$ cat config.mk
export PLATFORM = sky130hd
export DESIGN_NAME = strap_status_pins
export DESIGN_NICKNAME = d
export VERILOG_FILES = /design/src/rtl/strap_pkg.sv /design/src/rtl/strap_capture.sv /design/src/rtl/act_stretch.sv /design/src/rtl/status_drive.sv /design/src/rtl/strap_status_pins.sv
export SDC_FILE = /design/constraint.sdc
export NUM_CORES = 1
export LEC_CHECK = 0
export ABC_AREA = 0
export CELL_PAD_IN_SITES_DETAIL_PLACEMENT = 1
export CELL_PAD_IN_SITES_GLOBAL_PLACEMENT = 1
export CORE_UTILIZATION = 39
export DETAILED_ROUTE_END_ITERATION = 12
export HOLD_SLACK_MARGIN = 0.06
export MAX_ROUTING_LAYER = met4
export PLACE_DENSITY = 0.79
export SLEW_MARGIN = 20
export SYNTH_ARGS = -nofsm -noshare
export SYNTH_HDL_FRONTEND = slang
export SYNTH_SLANG_ARGS = --single-unit
$ cat constraint.sdc
create_clock -name clk_i -period 2.76 [get_ports clk_i]
set_clock_uncertainty 0.05 [all_clocks]
set_input_delay 0.552 -clock clk_i [delete_from_list [all_inputs] [get_ports clk_i]]
set_output_delay 0.552 -clock clk_i [all_outputs]
set_load 0.02 [all_outputs]
$ cat src/rtl/strap_pkg.sv
package strap_pkg;
  localparam int unsigned ADDR_W    = 5;
  localparam int unsigned PIN_DPX   = 0;
  localparam int unsigned PIN_COL   = 1;
  localparam int unsigned PIN_ACT   = 2;
  localparam int unsigned PIN_PAU   = 3;
  localparam logic [ADDR_W-1:0] DRIVE_MASK = 5'b01111;

  typedef struct packed {
    logic lp_pause;
    logic full_dpx;
    logic coll;
    logic spd100;
  } link_stat_t;
endpackage

$ cat src/rtl/strap_capture.sv
module strap_capture
  import strap_pkg::*;
(
  input  logic              clk_i,
  input  logic              rst_ni,
  input  logic [ADDR_W-1:0] pin_i,
  input  logic              adv_n_i,
  output logic [ADDR_W-1:0] addr_o,
  output logic              adv_o,
  output logic              capture_o,
  output logic              drive_en_o
);
  logic              cap_q;
  logic              en_q;
  logic [ADDR_W-1:0] addr_q;
  logic              adv_q;

  always_ff @(posedge clk_i or negedge rst_ni) begin
    if (!rst_ni) begin
      cap_q <= 1'b1;
      en_q  <= 1'b0;
    end else begin
      cap_q <= 1'b0;
      en_q  <= ~cap_q;
    end
  end

  // sampled throughout reset and on the release edge
  always_ff @(posedge clk_i) begin
    if (!rst_ni || cap_q) begin
      addr_q <= pin_i;
      adv_q  <= ~adv_n_i;
    end
  end

  assign addr_o     = addr_q;
  assign adv_o      = adv_q;
  assign capture_o  = cap_q;
  assign drive_en_o = en_q;

  AST_ADDR_HOLD: assert property (@(posedge clk_i) disable iff (!rst_ni)
    !cap_q |=> $stable(addr_q));
  AST_ADV_HOLD: assert property (@(posedge clk_i) disable iff (!rst_ni)
    !cap_q |=> $stable(adv_q));
endmodule

$ cat src/rtl/act_stretch.sv
module act_stretch #(
  parameter int unsigned ACT_STRETCH = 1 << 20
) (
  input  logic clk_i,
  input  logic rst_ni,
  input  logic pulse_i,
  output logic active_o
);
  localparam int unsigned CW = $clog2(ACT_STRETCH + 1);
  localparam logic [CW-1:0] LOAD = CW'(ACT_STRETCH);

  logic [CW-1:0] cnt_q;

  always_ff @(posedge clk_i or negedge rst_ni) begin
    if (!rst_ni)               cnt_q <= '0;
    else if (pulse_i)          cnt_q <= LOAD;
    else if (cnt_q != '0)      cnt_q <= cnt_q - 1'b1;
  end

  assign active_o = (cnt_q != '0);

  AST_ACT_SEEN: assert property (@(posedge clk_i) disable iff (!rst_ni)
    pulse_i |=> active_o);
endmodule

$ cat src/rtl/status_drive.sv
module status_drive
  import strap_pkg::*;
(
  input  logic              clk_i,
  input  logic              rst_ni,
  input  link_stat_t        stat_i,
  input  logic              active_i,
  output logic [ADDR_W-1:0] pin_o,
  output logic              spd_o
);
  link_stat_t st_q;

  always_ff @(posedge clk_i or negedge rst_ni) begin
    if (!rst_ni) st_q <= '0;
    else         st_q <= stat_i;
  end

  always_comb begin
    pin_o          = '0;
    pin_o[PIN_DPX] = ~st_q.full_dpx;
    pin_o[PIN_COL] = ~(st_q.coll & ~st_q.full_dpx);
    pin_o[PIN_ACT] = ~active_i;
    pin_o[PIN_PAU] = ~st_q.lp_pause;
  end

  assign spd_o = ~st_q.spd100;
endmodule

$ cat src/rtl/strap_status_pins.sv
module strap_status_pins
  import strap_pkg::*;
#(
  parameter int unsigned ACT_STRETCH = 1 << 20
) (
  input  logic              clk_i,
  input  logic              rst_ni,
  input  logic [ADDR_W-1:0] strap_pin_i,
  output logic [ADDR_W-1:0] strap_pin_o,
  output logic [ADDR_W-1:0] strap_oe_o,
  output logic [ADDR_W-1:0] addr_o,
  input  logic              spd_pin_i,
  output logic              spd_pin_o,
  output logic              spd_oe_o,
  output logic              adv_pause_o,
  input  logic              lp_pause_i,
  input  logic              full_duplex_i,
  input  logic              collision_i,
  input  logic              speed_100_i,
  input  logic              activity_i
);
  logic       capture;
  logic       drive_en;
  logic       act_on;
  link_stat_t stat;

  strap_capture u_cap (
    .clk_i      (clk_i),
    .rst_ni     (rst_ni),
    .pin_i      (strap_pin_i),
    .adv_n_i    (spd_pin_i),
    .addr_o     (addr_o),
    .adv_o      (adv_pause_o),
    .capture_o  (capture),
    .drive_en_o (drive_en)
  );

  act_stretch #(.ACT_STRETCH(ACT_STRETCH)) u_act (
    .clk_i    (clk_i),
    .rst_ni   (rst_ni),
    .pulse_i  (activity_i),
    .active_o (act_on)
  );

  assign stat = '{lp_pause: lp_pause_i, full_dpx: full_duplex_i,
                  coll: collision_i, spd100: speed_100_i};

  status_drive u_drv (
    .clk_i    (clk_i),
    .rst_ni   (rst_ni),
    .stat_i   (stat),
    .active_i (act_on),
    .pin_o    (strap_pin_o),
    .spd_o    (spd_pin_o)
  );

  for (genvar i = 0; i < ADDR_W; i++) begin : g_oe
    if (DRIVE_MASK[i]) begin : g_drv
      assign strap_oe_o[i] = drive_en;
    end else begin : g_in
      assign strap_oe_o[i] = 1'b0;
    end
  end
  assign spd_oe_o = drive_en;

  AST_NO_DRIVE_IN_CAPTURE: assert property (@(posedge clk_i) disable iff (!rst_ni)
    capture |-> (strap_oe_o == '0 && !spd_oe_o));
  AST_COL_MASKED_FDX: assert property (@(posedge clk_i) disable iff (!rst_ni)
    full_duplex_i |=> strap_pin_o[PIN_COL]);
  AST_SPARE_IDLE: assert property (@(posedge clk_i) disable iff (!rst_ni)
    !strap_oe_o[ADDR_W-1] && !strap_pin_o[ADDR_W-1]);
endmodule

# [Word-level counts from Yosys, hierarchy flattened]
# Cells that the tools add are included.
[classes] reduce_logical=4 n_bitwise=8 add_sub_neg=1 muxes=2
[ops] op="21-bit two-way mux" n=2
[ops] op="21-bit nonzero test" n=1
[ops] op="21-bit by 1-bit subtractor with 21-bit output (second input constant)" n=1
[ops] op="1-bit inverter" n=7
[ops] op="2-bit nonzero test" n=1
[ops] op="1-bit bitwise AND" n=1
[ops] op="1-bit zero test" n=1
[ops] op="1-bit logical OR" n=1
[totals] ff_bits=33 output_inout_bits=18

# [Longest topological paths before layout]
# Gate-level depths: netlist of the first run.
[logic_depth] word_depth=3 depth_mapped=8 mapped_depth_nobuf=7

# [Cells and area by module]
# A second synthesis of the first run with hierarchy kept.
[unflattened] hier_cells=152 area_unflattened_um2=1606.5
[modules_own_cells] mod="act_stretch" cells_each=123 area_each_um2=1183.6 n_inst=1
[modules_own_cells] mod="strap_capture" cells_each=12 area_each_um2=249.0 n_inst=1
[modules_own_cells] mod="status_drive" cells_each=11 area_each_um2=132.6 n_inst=1
[modules_own_cells] mod="strap_status_pins" cells_each=6 area_each_um2=41.3 n_inst=1

# [Worst setup path before layout of the first run]
# OpenSTA, ideal clock, no wires.
[synth_path] path_type="register to output" start="register u_act.cnt_q[0]" end="output port strap_pin_o[2]" arrival_time_ns=1.730 path_stages_with_launch=8 required_time_ns=2.158 slack_ns=0.428 path_cell_list="dfrtp_1 inv_1 ha_1 nor4b_1 and4_1 buf_2 nand2_1 inv_1"
[synth_via] elab_chain_len=2
[synth_lines] element="start, declared" line="act_stretch.sv:12" text="logic [CW-1:0] cnt_q;"
[synth_lines] element="start signal, assigned" line="act_stretch.sv:17" text="else if (cnt_q != '0) cnt_q <= cnt_q - 1'b1;"
[synth_lines] element="21-bit nonzero test" line="act_stretch.sv:20" text="assign active_o = (cnt_q != '0);"
[synth_lines] element="1-bit inverter" line="status_drive.sv:22" text="pin_o[PIN_ACT] = ~active_i;"
[synth_lines] element="end, declared" line="strap_status_pins.sv:9" text="output logic [ADDR_W-1:0] strap_pin_o,"
# No other way between the ends.

# [Worst setup path in the final report of the first run]
[layout_path] start="register u_act.cnt_q[0]" end="register u_act.cnt_q[10]"
[layout_via] elab_chain_len=3 word_cells_on_any_way=5 cone_classes="add/sub (1); mux (2); reduce/logical (2)"
[layout_lines] element="21-bit by 1-bit subtractor with 21-bit output" line="act_stretch.sv:17"
[layout_lines] element="21-bit two-way mux" line="act_stretch.sv:17"
[layout_lines] element="21-bit two-way mux" line="act_stretch.sv:16" text="else if (pulse_i) cnt_q <= LOAD;"
# Parallel ways exist; a longest one is shown, timed or not. The select of a mux whose other input is x is not followed.
# A chain may end at the register's enable or synchronous reset.

==> results_dict.tcl, run 1 <==
set metrics [dict create \
    cts_tree "done" \
    dieArea_sq_mm 0.00437 \
    ys_seq_elements 33 \
    synthArstFlopShare_pct 81.8 \
    avgRoutedWirePerCell_um 16.4 \
    rsz0062_at_grt "no" \
    vias_per_cell 5.62 \
    vias 1316 \
    maxCapViolCount 0 \
    min_to "u_cap.drive_en_o$_DFF_PN0_" \
    internal_power_uw 1140 \
    drive_above_1_share_pct 15.1 \
    antenna_left 0 \
    whs_path_depth 1 \
    grt_pass1_vias 1313 \
    start_util_pct 42.2 \
    end_kind "flop" \
    p_clk_share_pct 18.5 \
    post-route-drc-count 0 \
    fin_crit_ns 2.47 \
    place_area_sq_mm 0.00194 \
    placement.io_buffers 28 \
    dp_hpwl_um 2810 \
    p_per_area_mw_per_mm2 923 \
    cts_buffer_depth 2 \
    routabilityCongestion 0.789 \
    path_class "reg -> reg" \
    clk_pin_slew_ns 0.07 \
    slew_viol_final 0 \
    finalHoldViolations 0 \
    worst_slew_pin_slew_ns 0.542 \
    worst_slack_ns 0.287 \
    maxUsedRoutingLayer "met4" \
    grt_antenna_before_repair 0 \
    area_growth_pct 26.1 \
    overflow 0 \
    ff2ff_path_depth 6 \
    cts_buffers 5 \
    wl_met3_um 161 \
    post-place-ws_ns 0.103 \
    hp-start "u_cap.capture_o$_DFF_PN1_" \
    crit_start "u_act.cnt_q[0]$_DFFE_PN0P_" \
    num_rows 22 \
    placed_cells 226 \
    required_ns 2.88 \
    insertion_delay_ns 0.28 \
    max_freq_ghz 0.404 \
    switchingPower_uw 722 \
    yosysWarnings 0 \
    startpoint_type "flop" \
    grt_pass1_wl_um 6390 \
    grt_max_degree 28 \
    regToRegSetupSlack_ns 0.29 \
    drtPass1Iterations 4 \
    core_area_sq_mm 0.00380 \
    synth_edf_count 6 \
    final_area_sq_mm 0.00202 \
    synthDistinctLibCells 43 \
    drtIter0Drc 23 \
    die_w_um 66.1 \
    synth_cells 152 \
    yosysSeqAreaShare_pct 53.5 \
    power_leakage_uw 0.000842 \
    p_comb_share_pct 41.2 \
    tns_ns 0 \
    io_pins 31 \
    drt-total-wl_um 3830 \
    postSynthAreaPerCell_sq_um 10.5 \
    max_slew_margin_pct 63.8 \
    fin_cells 234 \
    switching_share_pct 38.7 \
    rr_endpoint "u_act.cnt_q[10]$_DFFE_PN0P_" \
    wl_met2_um 1950 \
    fin_nets 200 \
    status "finished clean" \
    synth_ff_type "dfrtp_1" \
    routedLengthMet1_um 1690 \
    htree_levels 2 \
    clock-sinks 33 \
    clockRootBuffer "clkbuf_8" \
    cp_max_fo 9 \
    seqPwrFrac_pct 40.3 \
    hp-class "reg -> reg" \
    grt_usage_pct 20.5 \
    irDropWorstVdd_mv 0.459 \
    timing.hold.ws_ns 0.396 \
    fp.dieH_um 66.1 \
    diodes 0 \
    fin_crit_sh_pct 89.6 \
    r2r-start "u_act.cnt_q[0]$_DFFE_PN0P_" \
    arrival_ns 2.59 \
    synth_area_sq_mm 0.00160 \
    finalSetupViolCount 0 \
]
## per-layer routing
layer,vias to the layer above,track usage (%)
li1,627,-
met1,650,23.6
met2,35,35.1
met3,4,5.00
met4,0,6.38
met5,-,-
## worst max-delay path, cell delays in order, from the launching register on
cell	delay [ns]
dfrtp_1	0.41
inv_1	0.12
ha_1	0.22
or3b_2	0.58
or2_0	0.35
nor4_1	0.25
mux2_2	0.37
## power by group through the flow
stage | logic [uW] | clock network (uW) | registers (uW)
floorplan | 541 | 0 | 724
global placement | 733 | 0 | 739
detailed placement | 765 | 0 | 754
CTS | 771 | 358 | 749
global route | 858 | 377 | 770
finish | 769 | 345 | 752
## final cells by class
cell class | instances | area, sq um
multi-input cells | 101 | 659
clock buffers | 6 | 72.6
inverters | 9 | 33.8
clock inverters | 2 | 10.0
fillers | 443 | 1780
well taps | 48 | 60.1
repair buffers | 35 | 328
flip-flops and latches | 33 | 857
## how the worst max path moves through the flow
stage	end	slack, ns	cells after the start
finish	u_act.cnt_q[10]$_DFFE_PN0P_	0.29	6
global route	strap_pin_o[2]	0.13	7
CTS	strap_pin_o[2]	0.15	7
detailed placement	strap_pin_o[2]	0.10	7
global placement	strap_pin_o[2]	0.15	7
floorplan	strap_pin_o[2]	0.43	7
## placed cells by master (no fill, tap or decap), drive strengths merged, types with 7 or more instances in the layout
| master | netlist | final |
|---|---|---|
| a21oi | 11 | 11 |
| buf | 8 | 7 |
| clkbuf | 3 | 7 |
| clkdlybuf4s50 | 0 | 27 |
| dfrtp | 26 | 26 |
| inv | 9 | 9 |
| nor2 | 11 | 11 |
| nor4 | 8 | 8 |
| o21ai | 7 | 7 |
| o31ai | 7 | 7 |
| or4 | 10 | 10 |
## sequential cells by signal, indices dropped and copies added, names as in the netlist
register          count
u_act.cnt_q          21
u_cap.addr_o          5
u_drv.st_q            4
u_cap.adv_o           1
u_cap.capture_o       1
u_cap.drive_en_o      1
## logic make-up after synthesis
logic type	after synthesis	share of synthesized area (%)
buffers and inverters	20	6.24
adder cells (fa/ha/maj)	2	1.56
XOR/XNOR	1	0.547
AND/OR/NAND/NOR	58	22.6
flip-flops	33	53.5
multiplexers	2	1.33
AO/OA/AOI/OAI	35	14.0
other	1	0.234
## Yosys cell counts, types with 2 or more instances
cell type / instances / area, sq um
a211oi_1: 2 / 15.0
a21oi_1: 11 / 55.1
buf_2: 2 / 10.0
buf_4: 6 / 45.0
clkbuf_1: 3 / 11.3
dfrtp_1: 26 / 651
edfxtp_1: 6 / 180
ha_1: 2 / 25.0
inv_1: 9 / 33.8
nand2_1: 6 / 22.5
nand3_1: 2 / 10.0
nor2_1: 11 / 41.3
nor3_1: 6 / 30.0
nor4_1: 7 / 43.8
o21a_1: 2 / 15.0
o21ai_0: 7 / 35.0
o31ai_1: 7 / 52.6
or3_1: 5 / 31.3
or4_1: 7 / 52.6
or4_4: 2 / 22.5
## repair_timing
| action | CTS | global route |
|---|---|---|
| hold endpoints to repair | 0 | 0 |
| setup endpoints to repair | 1 | 1 |
| setup buffers | 0 | 0 |
| hold buffers | 0 | 0 |
| resized for setup | 2 | 2 |
## per-stage QoR
| step | utilization [%] | power, uW |
|---|---|---|
| floorplan | - | 1260 |
| global placement | 51.0 | 1470 |
| detailed placement | 51.0 | 1520 |
| CTS | 53.3 | 1880 |
| global route | 53.2 | 2010 |
| finish | 53.2 | 1870 |
Power figures use the tool's default switching activity.
==> inputs of run 2 (changes only) <==
CAP_MARGIN = 20   (was not set)
==> results of run 2 <==
The final DEF is identical to that of run 1; final timing and power are the same.
